<file path="src/rtl/sepgen_pkg.sv">
package sepgen_pkg;
  typedef enum logic [1:0] {
    DRV_HOLD = 2'd0,
    DRV_LOW  = 2'd1,
    DRV_HIGH = 2'd2
  } drive_e;

  localparam int NUM_SEG = 5;
  localparam logic [1:0] ENC_MANCHESTER = 2'b01;
  localparam int MIN_LEN = 2;
endpackage

</file>
<file path="src/rtl/sepgen_len_unit.sv">
// Captures the bit length at an accepted start, clamps it, and derives
// the half unit and the total pattern length.
module sepgen_len_unit #(
  parameter int LEN_W = 8,
  localparam int POS_W = LEN_W + 2
) (
  input  logic             clk,
  input  logic             rst,
  input  logic             load,
  input  logic [LEN_W-1:0] len_in,
  output logic [POS_W-1:0] len_q,
  output logic [POS_W-1:0] half_q,
  output logic [POS_W-1:0] total_q
);
  import sepgen_pkg::*;

  logic [LEN_W-1:0] clamped;

  always_comb begin
    if (len_in < LEN_W'(MIN_LEN)) clamped = LEN_W'(MIN_LEN);
    else                          clamped = len_in;
  end

  always_ff @(posedge clk) begin
    if (rst) begin
      len_q   <= POS_W'(MIN_LEN);
      half_q  <= POS_W'(MIN_LEN / 2);
      total_q <= POS_W'(MIN_LEN * 4);
    end else if (load) begin
      len_q   <= POS_W'(clamped);
      half_q  <= POS_W'(clamped >> 1);
      total_q <= {clamped, 2'b00};
    end
  end
endmodule

</file>
<file path="src/rtl/sepgen_seg_decode.sv">
// Maps a sample position to a drive action. Each segment spans
// [a*L + b*H, c*L + d*H); positions that no segment covers return HOLD.
module sepgen_seg_decode #(
  parameter int LEN_W = 8,
  localparam int POS_W = LEN_W + 2
) (
  input  logic [POS_W-1:0]   pos,
  input  logic [POS_W-1:0]   len,
  input  logic [POS_W-1:0]   half,
  output sepgen_pkg::drive_e drive
);
  import sepgen_pkg::*;

  localparam int LO_L [NUM_SEG] = '{0, 0, 1, 2, 3};
  localparam int LO_H [NUM_SEG] = '{0, 1, 0, 1, 0};
  localparam int HI_L [NUM_SEG] = '{0, 0, 2, 2, 4};
  localparam int HI_H [NUM_SEG] = '{1, 2, 1, 2, 0};
  localparam bit LEVEL [NUM_SEG] = '{1'b1, 1'b0, 1'b1, 1'b0, 1'b1};

  logic [NUM_SEG-1:0] hit;

  for (genvar g = 0; g < NUM_SEG; g++) begin : g_seg
    logic [POS_W-1:0] lo, hi;
    assign lo = POS_W'(LO_L[g]) * len + POS_W'(LO_H[g]) * half;
    assign hi = POS_W'(HI_L[g]) * len + POS_W'(HI_H[g]) * half;
    assign hit[g] = (pos >= lo) && (pos < hi);
  end

  always_comb begin
    drive = DRV_HOLD;
    for (int i = NUM_SEG - 1; i >= 0; i--) begin
      if (hit[i]) drive = LEVEL[i] ? DRV_HIGH : DRV_LOW;
    end
  end
endmodule

</file>
<file path="src/rtl/sepgen_sequencer.sv">
// Walks the sample position one step per tick and registers every output.
module sepgen_sequencer #(
  parameter int LEN_W = 8,
  localparam int POS_W = LEN_W + 2
) (
  input  logic               clk,
  input  logic               rst,
  input  logic               go,
  input  logic               clr,
  input  logic               tick,
  input  logic [POS_W-1:0]   total,
  input  sepgen_pkg::drive_e drive,
  output logic [POS_W-1:0]   pos,
  output logic               busy,
  output logic               done,
  output logic               mod,
  output logic [POS_W-1:0]   cnt
);
  import sepgen_pkg::*;

  logic last;
  assign last = (pos == total - POS_W'(1));

  always_ff @(posedge clk) begin
    if (rst) begin
      pos  <= '0;
      busy <= 1'b0;
      done <= 1'b0;
      mod  <= 1'b0;
      cnt  <= '0;
    end else begin
      done <= 1'b0;
      if (go) begin
        busy <= 1'b1;
        pos  <= '0;
        cnt  <= '0;
      end else if (clr) begin
        cnt <= '0;
      end else if (busy && tick) begin
        case (drive)
          DRV_HIGH: mod <= 1'b1;
          DRV_LOW:  mod <= 1'b0;
          default:  mod <= mod;
        endcase
        pos <= pos + POS_W'(1);
        cnt <= cnt + POS_W'(1);
        if (last) begin
          busy <= 1'b0;
          done <= 1'b1;
        end
      end
    end
  end
endmodule

</file>
<file path="src/rtl/ask_sep_gen.sv">
module ask_sep_gen #(
  parameter int LEN_W = 8,
  localparam int CNT_W = LEN_W + 2
) (
  input  logic             clk,
  input  logic             rst,
  input  logic             start_i,
  input  logic             sep_en_i,
  input  logic [1:0]       enc_sel_i,
  input  logic [LEN_W-1:0] bit_len_i,
  input  logic             tick_i,
  output logic             mod_o,
  output logic             busy_o,
  output logic             done_o,
  output logic [CNT_W-1:0] sample_cnt_o
);
  import sepgen_pkg::*;

  logic             eligible, go, clr;
  logic [CNT_W-1:0] len_q, half_q, total_q, pos;
  drive_e           drive;

  assign eligible = sep_en_i && (enc_sel_i == ENC_MANCHESTER);
  assign go  = start_i && !busy_o && eligible;
  assign clr = start_i && !busy_o && !eligible;

  sepgen_len_unit #(.LEN_W(LEN_W)) u_len (
    .clk(clk), .rst(rst), .load(go), .len_in(bit_len_i),
    .len_q(len_q), .half_q(half_q), .total_q(total_q)
  );

  sepgen_seg_decode #(.LEN_W(LEN_W)) u_dec (
    .pos(pos), .len(len_q), .half(half_q), .drive(drive)
  );

  sepgen_sequencer #(.LEN_W(LEN_W)) u_seq (
    .clk(clk), .rst(rst), .go(go), .clr(clr), .tick(tick_i),
    .total(total_q), .drive(drive), .pos(pos), .busy(busy_o),
    .done(done_o), .mod(mod_o), .cnt(sample_cnt_o)
  );
endmodule

</file>
<file path="config.mk">
export PLATFORM = sky130hd
export DESIGN_NAME = ask_sep_gen
export DESIGN_NICKNAME = d
export VERILOG_FILES = /design/src/rtl/sepgen_pkg.sv /design/src/rtl/sepgen_len_unit.sv /design/src/rtl/sepgen_seg_decode.sv /design/src/rtl/sepgen_sequencer.sv /design/src/rtl/ask_sep_gen.sv
export SDC_FILE = /design/constraint.sdc
export NUM_CORES = 1
export LEC_CHECK = 0
export BUFFER_PORTS_ARGS = -buffer_cell sky130_fd_sc_hd__buf_2
export CAP_MARGIN = 40
export CORE_MARGIN = 2
export CORE_UTILIZATION = 63
export DETAILED_ROUTE_END_ITERATION = 6
export PLACE_DENSITY = 0.83
export SLEW_MARGIN = 15
export SYNTH_ARGS = -nofsm -noshare
export SYNTH_HDL_FRONTEND = slang
export SYNTH_HIERARCHICAL = 1
export SYNTH_SLANG_ARGS = --single-unit
</file>
<file path="constraint.sdc">
create_clock -name clk -period 4.6 [get_ports clk]
set_input_delay 0.23 -clock clk [delete_from_list [all_inputs] [get_ports clk]]
set_output_delay 0.23 -clock clk [all_outputs]
set_load 0.01 [all_outputs]
</file>
Word-level counts from Yosys, hierarchy flattened. Index checks and enable logic that the tools add are counted.

Reductions and logical operators: 21. Magnitude comparators: 11. Add/subtract/negate cells: 5. Bitwise gates (word level): 3. Mux-type cells: 12. Equality and inequality tests: 5. Multiply operators: 1.

Operators by type and width (count): $lt A10 B10 Y1 (3); $add A10 B1 Y10 const B (2); $ge A10 B10 Y1 (2); $add A9 B7 Y10 (1); $add A9 B8 Y10 (1); $eq A10 B10 Y1 (1); $ge A10 B1 Y1 const B (1); $ge A10 B7 Y1 (1); $ge A10 B8 Y1 (1); $logic_and A1 B1 Y1 (10); $lt A10 B7 Y1 (1); $lt A10 B8 Y1 (1); $mul A2 B8 Y10 const A (1); $mux W2 (5); $sub A10 B1 Y10 const B (1); $lt A8 B2 Y1 const B (1); $mux W8 (1); $reduce_bool A2 Y1 (3); $mux W1 (5); $eq A2 B1 Y1 const B (2); $reduce_and A4 Y1 (1); $reduce_or A4 Y1 (1); $not A1 Y1 (3); $reduce_and A3 Y1 (1); 7 further kinds (8).

Bits of input ports: 15. Flip-flop bits (word level): 38.

Logic depth before layout (Yosys ltp).
Word-level depth: 11. Gate-level depth with buffers: 21. Gate-level depth less buffers: 21.

Hierarchy. The synthesis kept the hierarchy.

By module, submodules not included: sepgen_seg_decode (sequential area each 0.0 sq um, area an instance 2255.9 sq um, cells each 278, instances 1); sepgen_sequencer (sequential area each 460.4 sq um, area an instance 1287.5 sq um, cells each 155, instances 1); sepgen_len_unit (sequential area each 160.2 sq um, area an instance 480.5 sq um, cells each 54, instances 1); ask_sep_gen (sequential area each 0.0 sq um, area an instance 51.3 sq um, cells each 4, instances 1).

Worst setup path before layout. Ideal clock, no wire load.

Kind: register to register. Start point: register u_len.half_q[0]. End point: register u_seq.mod. Slack: 0.493 ns. Cell stages (with the launch flop): 21. Arrival: 4.022 ns. Library setup time: 0.086 ns. Path buffers: 1. Path through: dfxtp_1 buf_4 ha_1 a21o_1 a21oi_2 o21ai_1 or4_1 o311ai_1 xor2_1 ha_1 nand4_1 a211oi_1 a2111o_1 a31o_2 a21oi_1 a41o_1 inv_1 ha_1 nor4_1 nor2_1 a211oi_1.

Longest elaborated chain between the ends: 10. Elaborated cells on any way between the ends: 21.

Ends and longest elaborated chain: start: declaration (RTL line sepgen_len_unit.sv:12) `output logic [POS_W-1:0] half_q,`; start signal: assignment (RTL line sepgen_len_unit.sv:27) `half_q <= POS_W'(MIN_LEN / 2);`; start signal: assignment (RTL line sepgen_len_unit.sv:31) `half_q <= POS_W'(clamped >> 1);`; $add A9 B7 Y10 / $add A9 B8 Y10 (equally long branches) (RTL line sepgen_seg_decode.sv:24, sepgen_seg_decode.sv:25); $ge A10 B10 Y1 / $lt A10 B10 Y1 (equally long branches) (RTL line sepgen_seg_decode.sv:26) `assign hit[g] = (pos >= lo) && (pos < hi);`; $logic_and A1 B1 Y1 (RTL line sepgen_seg_decode.sv:26); $mux W2 (3 in a row) (RTL line sepgen_seg_decode.sv:32) `if (hit[i]) drive = LEVEL[i] ? DRV_HIGH : DRV_LOW;`; $mux W2 * (RTL line sepgen_seg_decode.sv:32); via drive[1] (RTL line ask_sep_gen.sv:21) `drive_e drive;`; $eq A2 B2 Y1 / $eq A2 B1 Y1 (equally long branches) (RTL line sepgen_sequencer.sv:40) `case (drive)`; $reduce_bool A2 Y1 (no source line); $reduce_and A4 Y1 (no source line); end signal: assignment (RTL line sepgen_sequencer.sv:43) `default: mod <= mod;`; end: declaration (RTL line sepgen_sequencer.sv:16) `output logic mod,`.

Mark *: on every way through the listed nets, which the timed path passes. The rest lies on a longest branch. A chain may end at the register's enable or synchronous reset.

Worst setup path after layout. Same ends and word-level chain as after synthesis.

==> metrics <==
clk sinks=31; DRT Pass-1 Iters=5; Final min period=4420 ps; most frequent cells in the layout=89 x ha_1, 50 x nor2_1, 35 x inv_1; GR met3 Demand/Resource=0.0442; P per Cell Area=155 nW/µm²; CP Cell Sequence=inv_1 -> fa_1 -> nor2b_1 -> o21ai_0 -> nand2b_1 -> nand3_1 -> and3b_1 -> xor2_1 -> ha_1 -> a211oi_1 -> nor2_1 -> a2111o_1 -> a31o_2 -> a21oi_1 -> a41o_1 -> inv_1 -> ha_1 -> nor4_2 -> nor2_1 -> a211oi_1; Via density=6.24; final instance area=4370 µm²; CP Max Fanout=4; met2 usage=0.511; Synth-to-Final Area Change=7.22%; commonest non-fill, non-tap cell in the layout=ha_1; Placed Instance Area=4240 µm²; crit path launch type=register; Wirelength per Cell=17.0 µm; Critical R2R Capture=u_seq/mod; sequential power share=0.405; dpl ws=308 ps; Switch Pwr=0.180 mW; period utilisation layout=0.961; CTS tree=yes; skew final=7.36 ps; switch share=0.267; met1 usage=0.335; layout cells sized above 1=0.124; syn_area_per_cell=8.30 µm²; antenna violations before repair=0; sequential share of the synthesized area=0.152; Comb power frac=0.174; Reg-to-Reg Start=u_len/half_q[0]; area of the mapped netlist=4080 µm²; root buf cell=clkbuf_8; worst hold stages=2; end point of the critical path=u_seq/mod; hold_ws=212 ps; Int Pwr=0.496 mW; die area=7130 µm²; EDFF count, synth=0; async set or reset register ratio after synthesis=0; final WL=10100 µm; Core Area=6310 µm²; PortBufs=27; Die W=84.4 µm; total negative slack=0 ps; status=completed; Worst Path Arrival=4630 ps; FF/Latch Area=622 µm²; GR peak layer=met2; register-to-register setup slack=180 ps; overall routing resource usage=0.288; H-tree level count=2; CTS buffer count=5; VDD IR max=0.174 mV; max_cap viols=0; hold buffers post-CTS=0; global-route wire length before repair=16700 µm; vias in the first global route=3629; initial DRC count=249; synthesized instance count=491; slowest cell on the critical path=fa_1; Skew-Pair Late Insertion Delay=290 ps; synth warn=6; CTS max path bufs=2; Synth Register Bits=31; postcts setup bufs=0; R2R cell count=20; n_diodes=0; clock power share=0.421; routability cong.=0.987; # nets final=624; DP HPWL=7490 µm; Worst setup EP type=register; row cnt=29; HP Class=in2reg; Synth cell types=59; clk slew on worst S/H paths=70 ps; fmax=226 MHz; worst setup margin=180 ps; Multi-input gate area=3180 µm²; FILL cells=485; final hold vios=0; Pleak=2.23 nW; Vias=3712; crit-path max cell delay=480 ps; Starting Density=0.645; Die H=84.4 µm; grt total ovfl=0; Post-synth top flop=dfxtp_1; Crit. Startpoint=u_len/half_q[0]; I/O pin total=28; Slew Viols, Final=0; CP required=4810 ps; Rel. slew slack=0.550; Routed Antenna Nets=0; DRC violation count after routing=0; largest net degree at the start of global routing=16; final setup vio count=0; Slew @ Worst Pin=674 ps; Worst Setup Path Type=reg2reg
## metal layers
| metal | part of all wire | vias to the layer above | wire length, µm |
|---|---|---|---|
| met2 | 0.49 | 141 | 4930 |
| met5 | 0 | - | 0 |
| met4 | 0.034 | 0 | 339 |
| li1 | - | 1772 | - |
| met1 | 0.43 | 1768 | 4330 |
| met3 | 0.051 | 31 | 517 |
## logic make-up after synthesis
family,synth area share
multiplexers,0.0172
XOR/XNOR,0.114
other,0.000920
buffers and inverters,0.0768
AND/OR/NAND/NOR,0.205
adder cells (fa/ha/maj),0.288
flip-flops,0.152
AO/OA/AOI/OAI,0.146
## critical path: cells and delay by family (launching register included)
kind	cells	cell delay, ps
xor gates and xnor gates	1	220
AOI/OAI and AO/OA	7	1410
buffers and inverters	2	200
and+or+nand+nor	7	1050
adders and majority gates	3	1050
DFF	1	400
## final cells by class
cell class                 count  share of cell area
inverter                      35              0.0301
multi-input combinational    405               0.727
sequential                    31               0.142
clock inverter                 2             0.00802
clock buffer                   6              0.0189
tap                           77              0.0221
timing repair buffer          39              0.0515
## power groups by stage
stage / registers [mW] / clock network [mW] / logic [mW]
6_report: 0.274 / 0.285 / 0.117
3_3_place_gp: 0.280 / 0 / 0.106
5_1_grt: 0.274 / 0.295 / 0.131
2_1_floorplan: 0.280 / 0 / 0.0892
4_1_cts: 0.274 / 0.287 / 0.112
3_5_place_dp: 0.280 / 0 / 0.111
## worst min-delay path by stage
stage	start	endpoint	slack, ps
finish	bit_len_i[0]	u_len/len_q[0]	210
global route	bit_len_i[7]	u_len/half_q[6]	210
CTS	bit_len_i[6]	u_len/half_q[5]	210
detailed placement	bit_len_i[0]	u_len/len_q[0]	500
global placement	u_seq/cnt[1]	u_seq/cnt[1]	480
floorplan	rst	u_seq/mod	300
## registers in the layout, indices dropped and copies added (netlist names)
| name | flops |
|---|---|
| u_len/half_q | 7 |
| u_len/len_q | 1 |
| u_seq/busy | 1 |
| u_seq/cnt | 10 |
| u_seq/done | 1 |
| u_seq/mod | 1 |
| u_seq/pos | 10 |
## stage by stage
stage	utilization	instances	total power, mW
after floorplan	-	497	0.369
after global placement	0.670	586	0.386
after detailed placement	0.671	587	0.391
after CTS	0.690	595	0.673
after global routing	0.692	595	0.700
final	0.692	595	0.676
## synthesized netlist by cell type, types with 3 or more instances
library cell	count	area, µm²
nor2_1	50	188
buf_4	22	165
ha_1	89	1110
inv_1	35	131
a211oi_1	7	52.6
xnor2_1	19	166
o21ai_0	18	90.1
nor2b_1	3	18.8
and3_1	9	56.3
or2_2	3	18.8
nand2b_1	10	62.6
mux2i_1	7	70.1
nor3_1	9	45.0
nor3b_1	3	22.5
nand2_1	28	105
fa_1	3	60.1
xor2_1	34	298
clkbuf_1	3	11.3
a21oi_1	20	100
and3b_1	3	26.3
nand3_1	12	60.1
nand4_1	7	43.8
dfxtp_1	31	621
a31oi_1	5	31.3
a21o_1	14	105
## what timing repair did
| action | in CTS | in global routing |
|---|---|---|
| resized for setup | 0 | 3 |
| endpoints found under the hold margin | 0 | 0 |
| setup endpoints to repair | 0 | 1 |
Note: power is estimated with default switching activity, not from simulation.
